`src/rtl/cfgmem_pkg.sv`:
```
package cfgmem_pkg;
  // Resolve the programmable polarity of the reset/output-enable pin.
  function automatic logic oe_is_active(input logic pol_hi, input logic pin);
    return pol_hi ? pin : ~pin;
  endfunction
endpackage

```
`src/rtl/cfgmem_por.sv`:
```
module cfgmem_por #(
  parameter int unsigned CYCLES = 16
) (
  input  logic clk,
  input  logic rst_n,
  output logic busy
);
  localparam int unsigned CW = $clog2(CYCLES + 1);

  logic [CW-1:0] cnt;
  logic          busy_q;

  // Busy from reset through the CYCLES-th rising edge after release.
  always_ff @(posedge clk or negedge rst_n) begin
    if (!rst_n) begin
      cnt    <= '0;
      busy_q <= 1'b1;
    end else if (busy_q) begin
      if (cnt == CW'(CYCLES - 1)) busy_q <= 1'b0;
      cnt <= cnt + 1'b1;
    end
  end

  assign busy = busy_q;
endmodule

```
`src/rtl/cfgmem_store.sv`:
```
module cfgmem_store #(
  parameter int unsigned DEPTH_BITS = 256,
  parameter int unsigned WORD_W     = 8
) (
  input  logic                                  clk,
  input  logic                                  wr_en,
  input  logic [$clog2(DEPTH_BITS/WORD_W)-1:0]  wr_addr,
  input  logic [WORD_W-1:0]                     wr_data,
  input  logic [$clog2(DEPTH_BITS)-1:0]         rd_addr,
  output logic                                  rd_bit
);
  localparam int unsigned NWORDS = DEPTH_BITS / WORD_W;
  localparam int unsigned WAW    = $clog2(NWORDS);
  localparam int unsigned AW     = $clog2(DEPTH_BITS);
  localparam int unsigned BW     = $clog2(WORD_W);

  logic [WORD_W-1:0] words [NWORDS];
  logic [WORD_W-1:0] sel_word;

  // One write decoder per word.
  for (genvar w = 0; w < NWORDS; w++) begin : g_word
    always_ff @(posedge clk) begin
      if (wr_en && wr_addr == WAW'(w)) words[w] <= wr_data;
    end
  end

  // Word select from upper address bits; inverted low bits give MSB-first order.
  assign sel_word = words[rd_addr[AW-1:BW]];
  assign rd_bit   = sel_word[~rd_addr[BW-1:0]];
endmodule

```
`src/rtl/cfgmem_seq.sv`:
```
module cfgmem_seq #(
  parameter int unsigned DEPTH_BITS = 256
) (
  input  logic                          clk,
  input  logic                          rst_n,
  input  logic                          clear,
  input  logic                          step,
  output logic [$clog2(DEPTH_BITS)-1:0] addr,
  output logic                          done
);
  localparam int unsigned AW = $clog2(DEPTH_BITS);
  localparam logic [AW-1:0] LAST = AW'(DEPTH_BITS - 1);

  always_ff @(posedge clk or negedge rst_n) begin
    if (!rst_n) begin
      addr <= '0;
      done <= 1'b0;
    end else if (clear) begin
      addr <= '0;
      done <= 1'b0;
    end else if (step && !done) begin
      if (addr == LAST) done <= 1'b1;   // stay on the last bit
      else              addr <= addr + 1'b1;
    end
  end
endmodule

```
`src/rtl/cfgmem_reader.sv`:
```
module cfgmem_reader #(
  parameter int unsigned DEPTH_BITS = 256,
  parameter int unsigned WORD_W     = 8,
  parameter int unsigned POR_CYCLES = 16
) (
  input  logic                                 clk,
  input  logic                                 rst_n,
  input  logic                                 rst_pol_hi,
  input  logic                                 rst_oe,
  input  logic                                 ce_n,
  input  logic                                 run_en,
  input  logic                                 wr_en,
  input  logic [$clog2(DEPTH_BITS/WORD_W)-1:0] wr_addr,
  input  logic [WORD_W-1:0]                    wr_data,
  input  logic                                 bit_ready,
  output logic                                 dout,
  output logic                                 dout_valid,
  output logic                                 ceo_n,
  output logic                                 ready_pull
);
  import cfgmem_pkg::*;

  localparam int unsigned AW = $clog2(DEPTH_BITS);

  logic          oe_act;
  logic          por_busy;
  logic          take;
  logic          rd_bit;
  logic [AW-1:0] seq_addr;
  logic          seq_done;

  assign oe_act = oe_is_active(rst_pol_hi, rst_oe);

  cfgmem_por #(.CYCLES(POR_CYCLES)) u_por (
    .clk   (clk),
    .rst_n (rst_n),
    .busy  (por_busy)
  );

  cfgmem_seq #(.DEPTH_BITS(DEPTH_BITS)) u_seq (
    .clk   (clk),
    .rst_n (rst_n),
    .clear (por_busy || oe_act),
    .step  (take),
    .addr  (seq_addr),
    .done  (seq_done)
  );

  cfgmem_store #(.DEPTH_BITS(DEPTH_BITS), .WORD_W(WORD_W)) u_store (
    .clk     (clk),
    .wr_en   (wr_en && !run_en),
    .wr_addr (wr_addr),
    .wr_data (wr_data),
    .rd_addr (seq_addr),
    .rd_bit  (rd_bit)
  );

  // Driver enabled only when selected, in read mode, out of reset and not exhausted.
  assign dout_valid = !por_busy && !ce_n && run_en && !oe_act && !seq_done;
  assign take       = dout_valid && bit_ready;
  assign dout       = dout_valid & rd_bit;
  assign ceo_n      = !(seq_done && !oe_act);
  assign ready_pull = por_busy;
endmodule

```
`config.mk`:
```
export PLATFORM = sky130hd
export DESIGN_NAME = cfgmem_reader
export DESIGN_NICKNAME = d
export VERILOG_FILES = /design/src/rtl/cfgmem_pkg.sv /design/src/rtl/cfgmem_por.sv /design/src/rtl/cfgmem_store.sv /design/src/rtl/cfgmem_seq.sv /design/src/rtl/cfgmem_reader.sv
export SDC_FILE = /design/constraint.sdc
export NUM_CORES = 1
export LEC_CHECK = 0
export BUFFER_PORTS_ARGS = -buffer_cell sky130_fd_sc_hd__buf_2
export CAP_MARGIN = 25
export CORE_ASPECT_RATIO = 0.7
export CORE_MARGIN = 3
export CORE_UTILIZATION = 30
export CTS_BUF_LIST = sky130_fd_sc_hd__clkbuf_2
export CTS_CLUSTER_SIZE = 14
export DETAILED_ROUTE_END_ITERATION = 16
export HOLD_SLACK_MARGIN = 0.1
export SETUP_SLACK_MARGIN = 0.5
export SKIP_LAST_GASP = 1
export SLEW_MARGIN = 20
export SYNTH_ARGS = -nofsm -noshare
export SYNTH_HDL_FRONTEND = slang
export SYNTH_SLANG_ARGS = --single-unit
export TNS_END_PERCENT = 20
```
`constraint.sdc`:
```
create_clock -name clk -period 2.6 [get_ports clk]
set_input_delay 0.26 -clock clk [delete_from_list [all_inputs] [get_ports clk]]
set_output_delay 0.26 -clock clk [all_outputs]
set_load 0.05 [all_outputs]
```
-- Word-level counts from Yosys, hierarchy flattened
Memories as Yosys holds them, arrays and structs flattened.
Cells that the tools add are included.
- add/sub/neg operators: 2
- $lt $le $gt $ge: 1
- equal/unequal tests: 34
- muxes and demuxes: 168
- bitwise logic cells: 3
- reduce and logical (&&, ||, !) cells: 83
- operators by type and width (operator ; number):
    $mux 8 ; 34
    $reduce_or 8->1 ; 31
    $mux 5 ; 31
    $mux 1 ; 102
    $eq 5x5->1 const B ; 16
    $eq 5x4->1 const B ; 9
    $logic_and 1x1->1 ; 40
    $eq 5x3->1 const B ; 4
    $eq 5x2->1 const B ; 2
    $add 8x1->8 const B ; 1
    $eq 8x8->1 const B ; 1
    $logic_not 1->1 ; 6
    $add 5x1->5 const B ; 1
    $eq 5x1->1 const B ; 1
    $logic_not 5->1 ; 1
    $lt 3x4->1 const B ; 1
    $reduce_and 2->1 ; 2
    $reduce_bool 2->1 ; 2
    $bmux 1 s3 ; 1
    $not 3->3 ; 1
    $ne 2x1->1 const B ; 1
    $and 1x1->1 ; 1
    $logic_or 1x1->1 ; 1
    $not 1->1 ; 1
- register bits: 15
- bits in writable memories: 256
- input bits: 21
- output and inout port bits: 4
- logic and storage cells: 296
- memories kept: 1
- memories (memory ; depth ; bits a word ; read ports ; clocked after memory_dff ; wr ports ; line ; RTL):
    u_store.words ; 32 ; 8 ; 1 ; 0 ; 1 ; cfgmem_store.sv:17 ; logic [WORD_W-1:0] words [NWORDS];

-- Longest topological paths before layout
Gate-level depths: netlist of the first run.
- word-level depth: 37
- depth in mapped cells: 9
- depth with buffers taken out: 6

-- Modules after synthesis
Synthesis of the first run repeated with hierarchy kept, for this count alone.
- cells, all modules: 581
- area, all modules: 10939.2 um^2
- modules (own cells, without submodules) (module ; times used ; cells each ; area an instance (um^2) ; seq. area each (um^2)):
    cfgmem_store ; 1 ; 505 ; 10121.0 ; 7687.4
    cfgmem_seq ; 1 ; 47 ; 481.7 ; 225.2
    cfgmem_por ; 1 ; 19 ; 271.5 ; 151.4
    cfgmem_reader ; 1 ; 10 ; 65.1 ; 0.0

-- Worst setup path before layout of the first run
No wires, ideal clock.
- path kind: register to output
- start: register u_por.busy_q, in the netlist u_por.busy
- end: output dout
- data arrival time: 4.238 ns
- required time: 2.340 ns
- setup slack: -1.898 ns
- stages on the path, launching flop included: 7
- path buffers: 2
- path through: dfstp_2 -> clkbuf_1 -> nand2b_1 -> clkbuf_1 -> nor4b_1 -> nand2_1 -> o32ai_1
- cells in the longest elaborated chain, start to end: 6
- RTL lines (item ; line ; RTL):
    start: declaration ; cfgmem_por.sv:11 ; logic busy_q;
    start signal: assignment ; cfgmem_por.sv:17 ; busy_q <= 1'b1;
    start signal: assignment ; cfgmem_por.sv:19 ; if (cnt == CW'(CYCLES - 1)) busy_q <= 1'b0;
    $logic_not 1->1 ; cfgmem_reader.sv:59 ; assign dout_valid = !por_busy && !ce_n && run_en && !oe_act && !seq_done;
    $logic_and 1x1->1 (4 in series) ; cfgmem_reader.sv:59 ;
    net dout_valid ; cfgmem_reader.sv:17 ; output logic dout_valid,
    $and 1x1->1 ; cfgmem_reader.sv:61 ; assign dout = dout_valid & rd_bit;
    end: declaration ; cfgmem_reader.sv:16 ; output logic dout,
The timed path passes the listed nets, and every way through them passes these cells.

-- Worst setup path in the final report of the first run
- start: register u_seq.addr[3]
- end: output dout
- cells in the longest elaborated chain, start to end: 4
- RTL lines (item ; line ; RTL):
    start: declaration ; cfgmem_seq.sv:8 ; output logic [$clog2(DEPTH_BITS)-1:0] addr,
    start signal: assignment ; cfgmem_seq.sv:23 ; else addr <= addr + 1'b1;
    $mem_v2 32x8 ; n/a ;
    $bmux 1 s3 ; cfgmem_store.sv:29 ; assign rd_bit = sel_word[~rd_addr[BW-1:0]];
    $mux 1 (implied by the code) ; cfgmem_store.sv:29 ;
    $and 1x1->1 ; cfgmem_reader.sv:61 ;
Every way passes these cells. The select of a mux whose other input is x is not followed.

==> impl_metrics.tcl, run 1 <==
set metrics [dict create \
    ir_drop_uv 244 \
    ys_warn_count 0 \
    yosysTopAreaCellShare_pct 70.8 \
    synthFlopType "edfxtp_1" \
    cts_max_level 2 \
    setup_slack_ns -1.05 \
    first_iter_violations 656 \
    dr.pass1.iters 5 \
    die_h_um 165 \
    yosysUniqueCellTypes 54 \
    vias 6286 \
    finClkSkew_ns 0.0177 \
    status "finished with violations" \
    seq_area_frac_synth_pct 74.2 \
    route.detailed.drc 0 \
    dieArea_sq_um 38600 \
    yosysMostFrequentCell "edfxtp_1" \
    gp_congestion 0.867 \
    port_buffers 24 \
    rows 57 \
    cts_inserted_buffers 59 \
    violations "negative setup slack" \
    synth_seq_cells 271 \
    syn_inst 578 \
    yosysTopAreaCell "edfxtp_1" \
    die_x_um 233 \
    synth_area_leaders "edfxtp_1 (71%), mux4_2 (10%), dfrtp_1 (3.2%), mux2i_1 (2.7%), nor2_1 (1.6%)" \
    period_share_pct 140 \
    grt_usage_pct 14.6 \
    ant_nets 0 \
    max_cap_violations 0 \
    clock_path_buffers 3 \
    startpoint_type "flip-flop" \
    tightest_slew_ns 0.750 \
    clock_sinks 271 \
    post-route-util_pct 37.6 \
    via_per_inst 4.91 \
    antenna_found_initial 1 \
    relSlewSlack_pct 50.0 \
    cts.clk_slew.worst_paths_ns 0.12 \
    wire_per_inst_um 21.5 \
    synth_fa_ha_area_share_pct 0.345 \
    drive_above_1_share_pct 36.8 \
    critPathKind "flip-flop to output pin" \
    core_sq_um 35200 \
    min_period_ns 3.65 \
    intPower_w 0.00577 \
    worst_hold_path_type "input pin to flip-flop" \
    grt_pass1_vias 6299 \
    drv_slew 0 \
    combPwrFrac_pct 4.4 \
    p_per_area_nw_per_um2 574 \
    syn_area_sq_um 10900 \
    fmax_mhz 274 \
    p_switching_w 0.00183 \
    crit_fanout 15 \
    async_flop_share_pct 5.54 \
    pwr-share-clk_pct 32.2 \
    postRouteWirelength_mm 27.5 \
    dpl.cell_count 1143 \
    syn-num-nets 602 \
    p_seq_share_pct 63.4 \
    fill_cells 3327 \
    layout.cells.non_filler 1281 \
    io_pins 25 \
    syn2layout_area_growth_pct 22.0 \
    rsz0062_at_grt "yes" \
    grt_max_degree 33 \
    synth_compound_area_share_pct 3.44 \
    worstSetupEndpointType "output pin" \
    final-hold-violation-count 0 \
    start_util_pct 30.8 \
    power.leakage_nw 4.41 \
    insertion_delay_ns 0.87 \
    finalSetupViolCount 1 \
    synth_enable_flop_cells 256 \
    synth_area_per_cell_sq_um 18.8 \
    yosys-top-cells-count "edfxtp_1 (256), mux4_2 (50), nor2_1 (46)" \
    cp.arrival_ns 3.39 \
    final_nets 791 \
    ctsRootBufferMaster "clkbuf_2" \
    synth-simple-area-share_pct 5.54 \
    synth_top_family_by_area "multiplexers" \
    grt_overflow 0 \
    switching_share_pct 24.0 \
    hpwl_mm 17.8 \
    cp.required_ns 2.34 \
    synth_xor_area_share_pct 0.887 \
    cts_tree "done" \
    place_ws_ns -0.470 \
    synth_mux_area_share_pct 13.9 \
    grt_pass1_wl_mm 41.0 \
]
## cell families (layout without fill, tap and decap cells)
family,after synthesis,after routing
AOI/OAI and AO/OA,49,49
xor gates and xnor gates,11,11
adders and majority gates,3,3
buffers and inverters,35,263
DFF,271,271
muxes,87,87
other,0,3
and+or+nand+nor,122,122
## area by class of cell
type / count / area, sq um / share of cell area [%]
Multi-Input combinational cell: 272 / 2750 / 20.7
Antenna cell: 3 / 7.51 / 0.0567
Timing Repair Buffer: 158 / 1330 / 10.0
Inverter: 5 / 18.8 / 0.142
Tap cell: 472 / 591 / 4.46
Clock inverter: 17 / 68.8 / 0.519
Sequential cell: 271 / 8070 / 60.9
Clock buffer: 83 / 415 / 3.13
## worst paths after layout
path,start,to,slack (ns),cells after the start
setup / recovery,u_seq.addr[3]$_DFFE_PN0P_,dout,-1.05,9
hold / removal,wr_en,u_store.words[1][3]$_DFFE_PP_,0.20,5
setup reg to reg,u_seq.addr[4]$_DFFE_PN0P_,u_seq.addr[7]$_DFFE_PN0P_,0.59,8
hold reg to reg,u_por.cnt[0]$_DFFE_PN0P_,u_por.cnt[0]$_DFFE_PN0P_,0.51,1
max in group asynchronous,rst_n,u_seq.addr[3]$_DFFE_PN0P_,1.57,3
min in group asynchronous,rst_n,u_seq.done$_DFFE_PN0P_,0.49,3
## critical path, stage by stage (launching register included)
cell and delay [ns]:
dfrtp_4 0.49, buf_12 0.15, buf_12 0.17, mux4_2 0.53, a22oi_1 0.33, nand3_1 0.14
a311oi_1 0.28, buf_4 0.16, o32ai_4 0.08, buf_6 0.18
## flip-flops by register name, indices dropped and copies added, names as in the netlist
register       cells
u_store.words    256
u_seq.addr         8
u_por.cnt          5
u_por.busy         1
u_seq.done         1
## power by group through the flow
stage / Combinational [W] / Clock (W) / Sequential (W)
4_1_cts: 0.000329 / 0.00254 / 0.00482
3_3_place_gp: 0.000285 / 0 / 0.00492
5_1_grt: 0.000362 / 0.00277 / 0.00482
2_1_floorplan: 0.000134 / 0 / 0.00491
6_report: 0.000336 / 0.00245 / 0.00482
3_5_place_dp: 0.000291 / 0 / 0.00492
## metal layers
layer	vias to the layer above	part of all wire (%)	GRT usage, %
met2	248	41	20.0
met3	32	8.1	3.79
li1	2761	-	-
met1	3245	50	23.0
met4	0	1.0	3.50
met5	-	0	0
## layout by cell type (no fill, tap or decap), types with 7 or more instances in the layout
| master | count |
|---|---|
| mux4_2 | 50 |
| a22oi_1 | 8 |
| nand2_1 | 17 |
| buf_2 | 21 |
| nor3_1 | 11 |
| clkbuf_2 | 83 |
| clkinv_1 | 14 |
| buf_12 | 9 |
| buf_4 | 98 |
| mux2i_1 | 28 |
| dlygate4sd3_1 | 23 |
| nor2_1 | 45 |
| dfrtp_1 | 12 |
| nand3_1 | 10 |
| edfxtp_1 | 256 |
| nand2b_1 | 7 |
## stage by stage
stage	power [W]	setup TNS, ns	hold WS [ns]	cell area [sq um]
6_report	0.00760	-1.05	0.197	13300
3_5_place_dp	0.00521	-0.470	0.192	12300
3_3_place_gp	0.00520	-0.471	0.185	12300
4_1_cts	0.00769	-1.22	0.102	13200
5_1_grt	0.00795	-1.23	0.148	13200
2_1_floorplan	0.00505	0	-0.0356	10900
## what timing repair did
action | 4_1_cts | 5_1_grt
resized for setup | 20 | 9
hold endpoints to repair | 536 | 0
hold buffers | 23 | 0
setup buffers | 7 | 5
endpoints found under the setup margin | 9 | 25
pin swaps | 8 | 1
No activity file was read; power rests on OpenSTA's default activity.
==> run 2: changes to the inputs <==
--- a/config.mk
+++ b/config.mk
@@ -16,2 +16,3 @@
 export HOLD_SLACK_MARGIN = 0.1
+export REMOVE_ABC_BUFFERS = 1
 export SETUP_SLACK_MARGIN = 0.5
==> constraint.sdc (replaced) <==
create_clock -name clk -period 2.6 [get_ports clk]
set_input_delay 0.39 -clock clk [delete_from_list [all_inputs] [get_ports clk]]
set_output_delay 0.39 -clock clk [all_outputs]
set_load 0.05 [all_outputs]
==> run 2 against run 1 <==
  * The run still ends with negative setup slack left
  * Combinational power fell by 5%
  * Wire length shrank 1.8%
  * Sequential share of layout area is 0.36 points higher
  * Die area did not move
  * Global-route usage is 0.14 points lower
  * Clock power rose by 6%
  * Utilization fell by 0.23 points
  * Clock-buffer cell count grew 4
  * Non-clock buffer count shrank 3
  * Clock skew shrank 0.0085 ns
  * Hold slack better by 0.11 ns
  * Largest power group unchanged
  * Maximum frequency down 5.5%
==> impl_metrics.tcl, run 2 (synthesized netlist as in run 1, its figures left out) <==
set metrics [dict create \
    status "finished with violations" \
    violations "negative setup slack" \
    cp.required_ns 2.21 \
    top_register "u_store.words" \
    startpoint_type "flip-flop" \
    cp.arrival_ns 3.47 \
    reg_top3 "u_store.words (256), u_seq.addr (8), u_por.cnt (5)" \
    io_pins 25 \
    cts.clk_slew.worst_paths_ns 0.14 \
    vias 6256 \
    rows 57 \
    fmax_mhz 259 \
    grt_overflow 0 \
    clock_sinks 271 \
    grt_max_degree 33 \
    ff_latch_area_sq_um 8070 \
    ant_nets 0 \
    syn2layout_area_growth_pct 21.2 \
    min_delay_worst_endpoint "u_store.words[20][2]$_DFFE_PP_" \
    core_sq_um 35200 \
    cts_inserted_buffers 59 \
    ctsRootBufferMaster "clkbuf_2" \
    via_per_inst 4.90 \
    total_power_w 0.00775 \
    dieArea_sq_um 38600 \
    final_nets 788 \
    ir_drop_uv 326 \
    start_util_pct 30.8 \
    cts_max_level 2 \
    antenna_found_initial 2 \
    first_iter_violations 648 \
    route.detailed.drc 0 \
    period_share_pct 148 \
    grt_pass1_wl_mm 41.0 \
    finalSetupViolCount 1 \
    dr.pass1.iters 5 \
    relSlewSlack_pct 47.9 \
    die_h_um 165 \
    layout_commonest_cell "edfxtp_1" \
    tightest_slew_ns 0.782 \
    final-hold-violation-count 0 \
    grt_pass1_vias 6367 \
    post-route-util_pct 37.4 \
    worstSetupEndpointType "output pin" \
    setup_slack_ns -1.26 \
    p_per_area_nw_per_um2 588 \
    insertion_delay_ns 0.89 \
    postRouteWirelength_mm 27.0 \
    crit_fanout 11 \
    finClkSkew_ns 0.00919 \
    r2r-start "u_seq.addr[4]$_DFFE_PN0P_" \
    power.leakage_nw 4.41 \
    crit-reg2reg-capture "u_seq.addr[6]$_DFFE_PN0P_" \
    drive_above_1_share_pct 36.6 \
    largest_reg_flops 256 \
    cts_tree "done" \
    hold_depth 4 \
    fill_cells 3326 \
    wire_per_inst_um 21.1 \
    multi_input_area_sq_um 2680 \
    drv_slew 0 \
    min_period_ns 3.86 \
    grt_usage_pct 14.5 \
    critPathKind "flip-flop to output pin" \
    final_cell_mix "edfxtp_1 (256), buf_4 (100), clkbuf_2 (87)" \
    rsz0062_at_grt "yes" \
    die_x_um 233 \
    place_ws_ns -0.388 \
    gp_congestion 0.914 \
    worst_hold_path_type "input pin to flip-flop" \
    hpwl_mm 17.8 \
    max_cap_violations 0 \
    hold_start "wr_addr[4]" \
    r2r_setup_slack_ns 0.50 \
    clock_path_buffers 3 \
    rr_worst_depth 7 \
    port_buffers 24 \
]
[run 2: cell types whose count changed in the layout (fill, tap and decap cells not counted), moves of 3 or more]
cell | before | now
a22oi_1 | 8 | 11
a22oi_2 | 3 | 0
buf_6 | 5 | 2
clkbuf_2 | 83 | 87
clkinv_1 | 14 | 10
[run 2: worst max-delay path by stage]
| stage | cells after the start | slack (ns) | startpoint | endpoint |
|---|---|---|---|---|
| global route | 9 | -1.43 | u_seq.addr[3]$_DFFE_PN0P_ | dout |
| detailed placement | 6 | -0.39 | u_seq.addr[3]$_DFFE_PN0P_ | dout |
| finish | 9 | -1.26 | u_seq.addr[3]$_DFFE_PN0P_ | dout |
| CTS | 9 | -1.27 | u_seq.addr[3]$_DFFE_PN0P_ | dout |
| floorplan | 5 | -2.88 | u_seq.addr[3]$_DFFE_PN0P_ | dout |
| global placement | 6 | -0.52 | u_seq.addr[3]$_DFFE_PN0P_ | dout |
[run 2: cell type report]
cell class / count / share of cell area, %
flip-flops and latches: 271 / 61.3
multi-input cells: 272 / 20.3
repair buffers: 155 / 9.78
well taps: 472 / 4.48
clock buffers: 87 / 3.31
clock inverters: 14 / 0.655
inverters: 5 / 0.142
diodes: 2 / 0.0380
[run 2: critical path, stage by stage, from the launching register on]
cell	delay [ns]
dfrtp_4	0.55
buf_12	0.18
mux4_2	0.55
a22oi_1	0.18
buf_4	0.16
and3_1	0.16
a31oi_1	0.05
o311ai_1	0.37
o32ai_2	0.18
buf_6	0.19
[run 2: power by group]
group          internal [W]  switching [W]
sequential          0.00480      0.0000190
combinational      0.000112       0.000208
clock              0.000989        0.00161
total               0.00590        0.00184
[run 2: timing repair]
action | in CTS | in global routing
endpoints found under the setup margin | 4 | 11
hold buffers | 21 | 0
gates cloned | 0 | 0
buffers inserted | 11 | 1
resized for setup | 12 | 7
pin swaps | 3 | 0
endpoints found under the hold margin | 322 | 0
[run 2: through the flow]
step	hold WS (ns)	TNS [ns]	instance area (sq um)	std cells
floorplan	0.0944	-16.58	10700	548
global placement	0.327	-0.518	12300	1142
detailed placement	0.332	-0.388	12300	1142
CTS	0.188	-1.53	13100	1275
global route	0.247	-1.56	13200	1278
finish	0.306	-1.26	13200	1278
[run 2: layer usage]
layer / track usage, % / wire (um) / up-vias
met5: 1.82 / 92 / -
met3: 4.58 / 2520 / 46
met2: 20.4 / 11200 / 263
met4: 3.59 / 412 / 2
met1: 21.6 / 12800 / 3193
li1: - / - / 2752
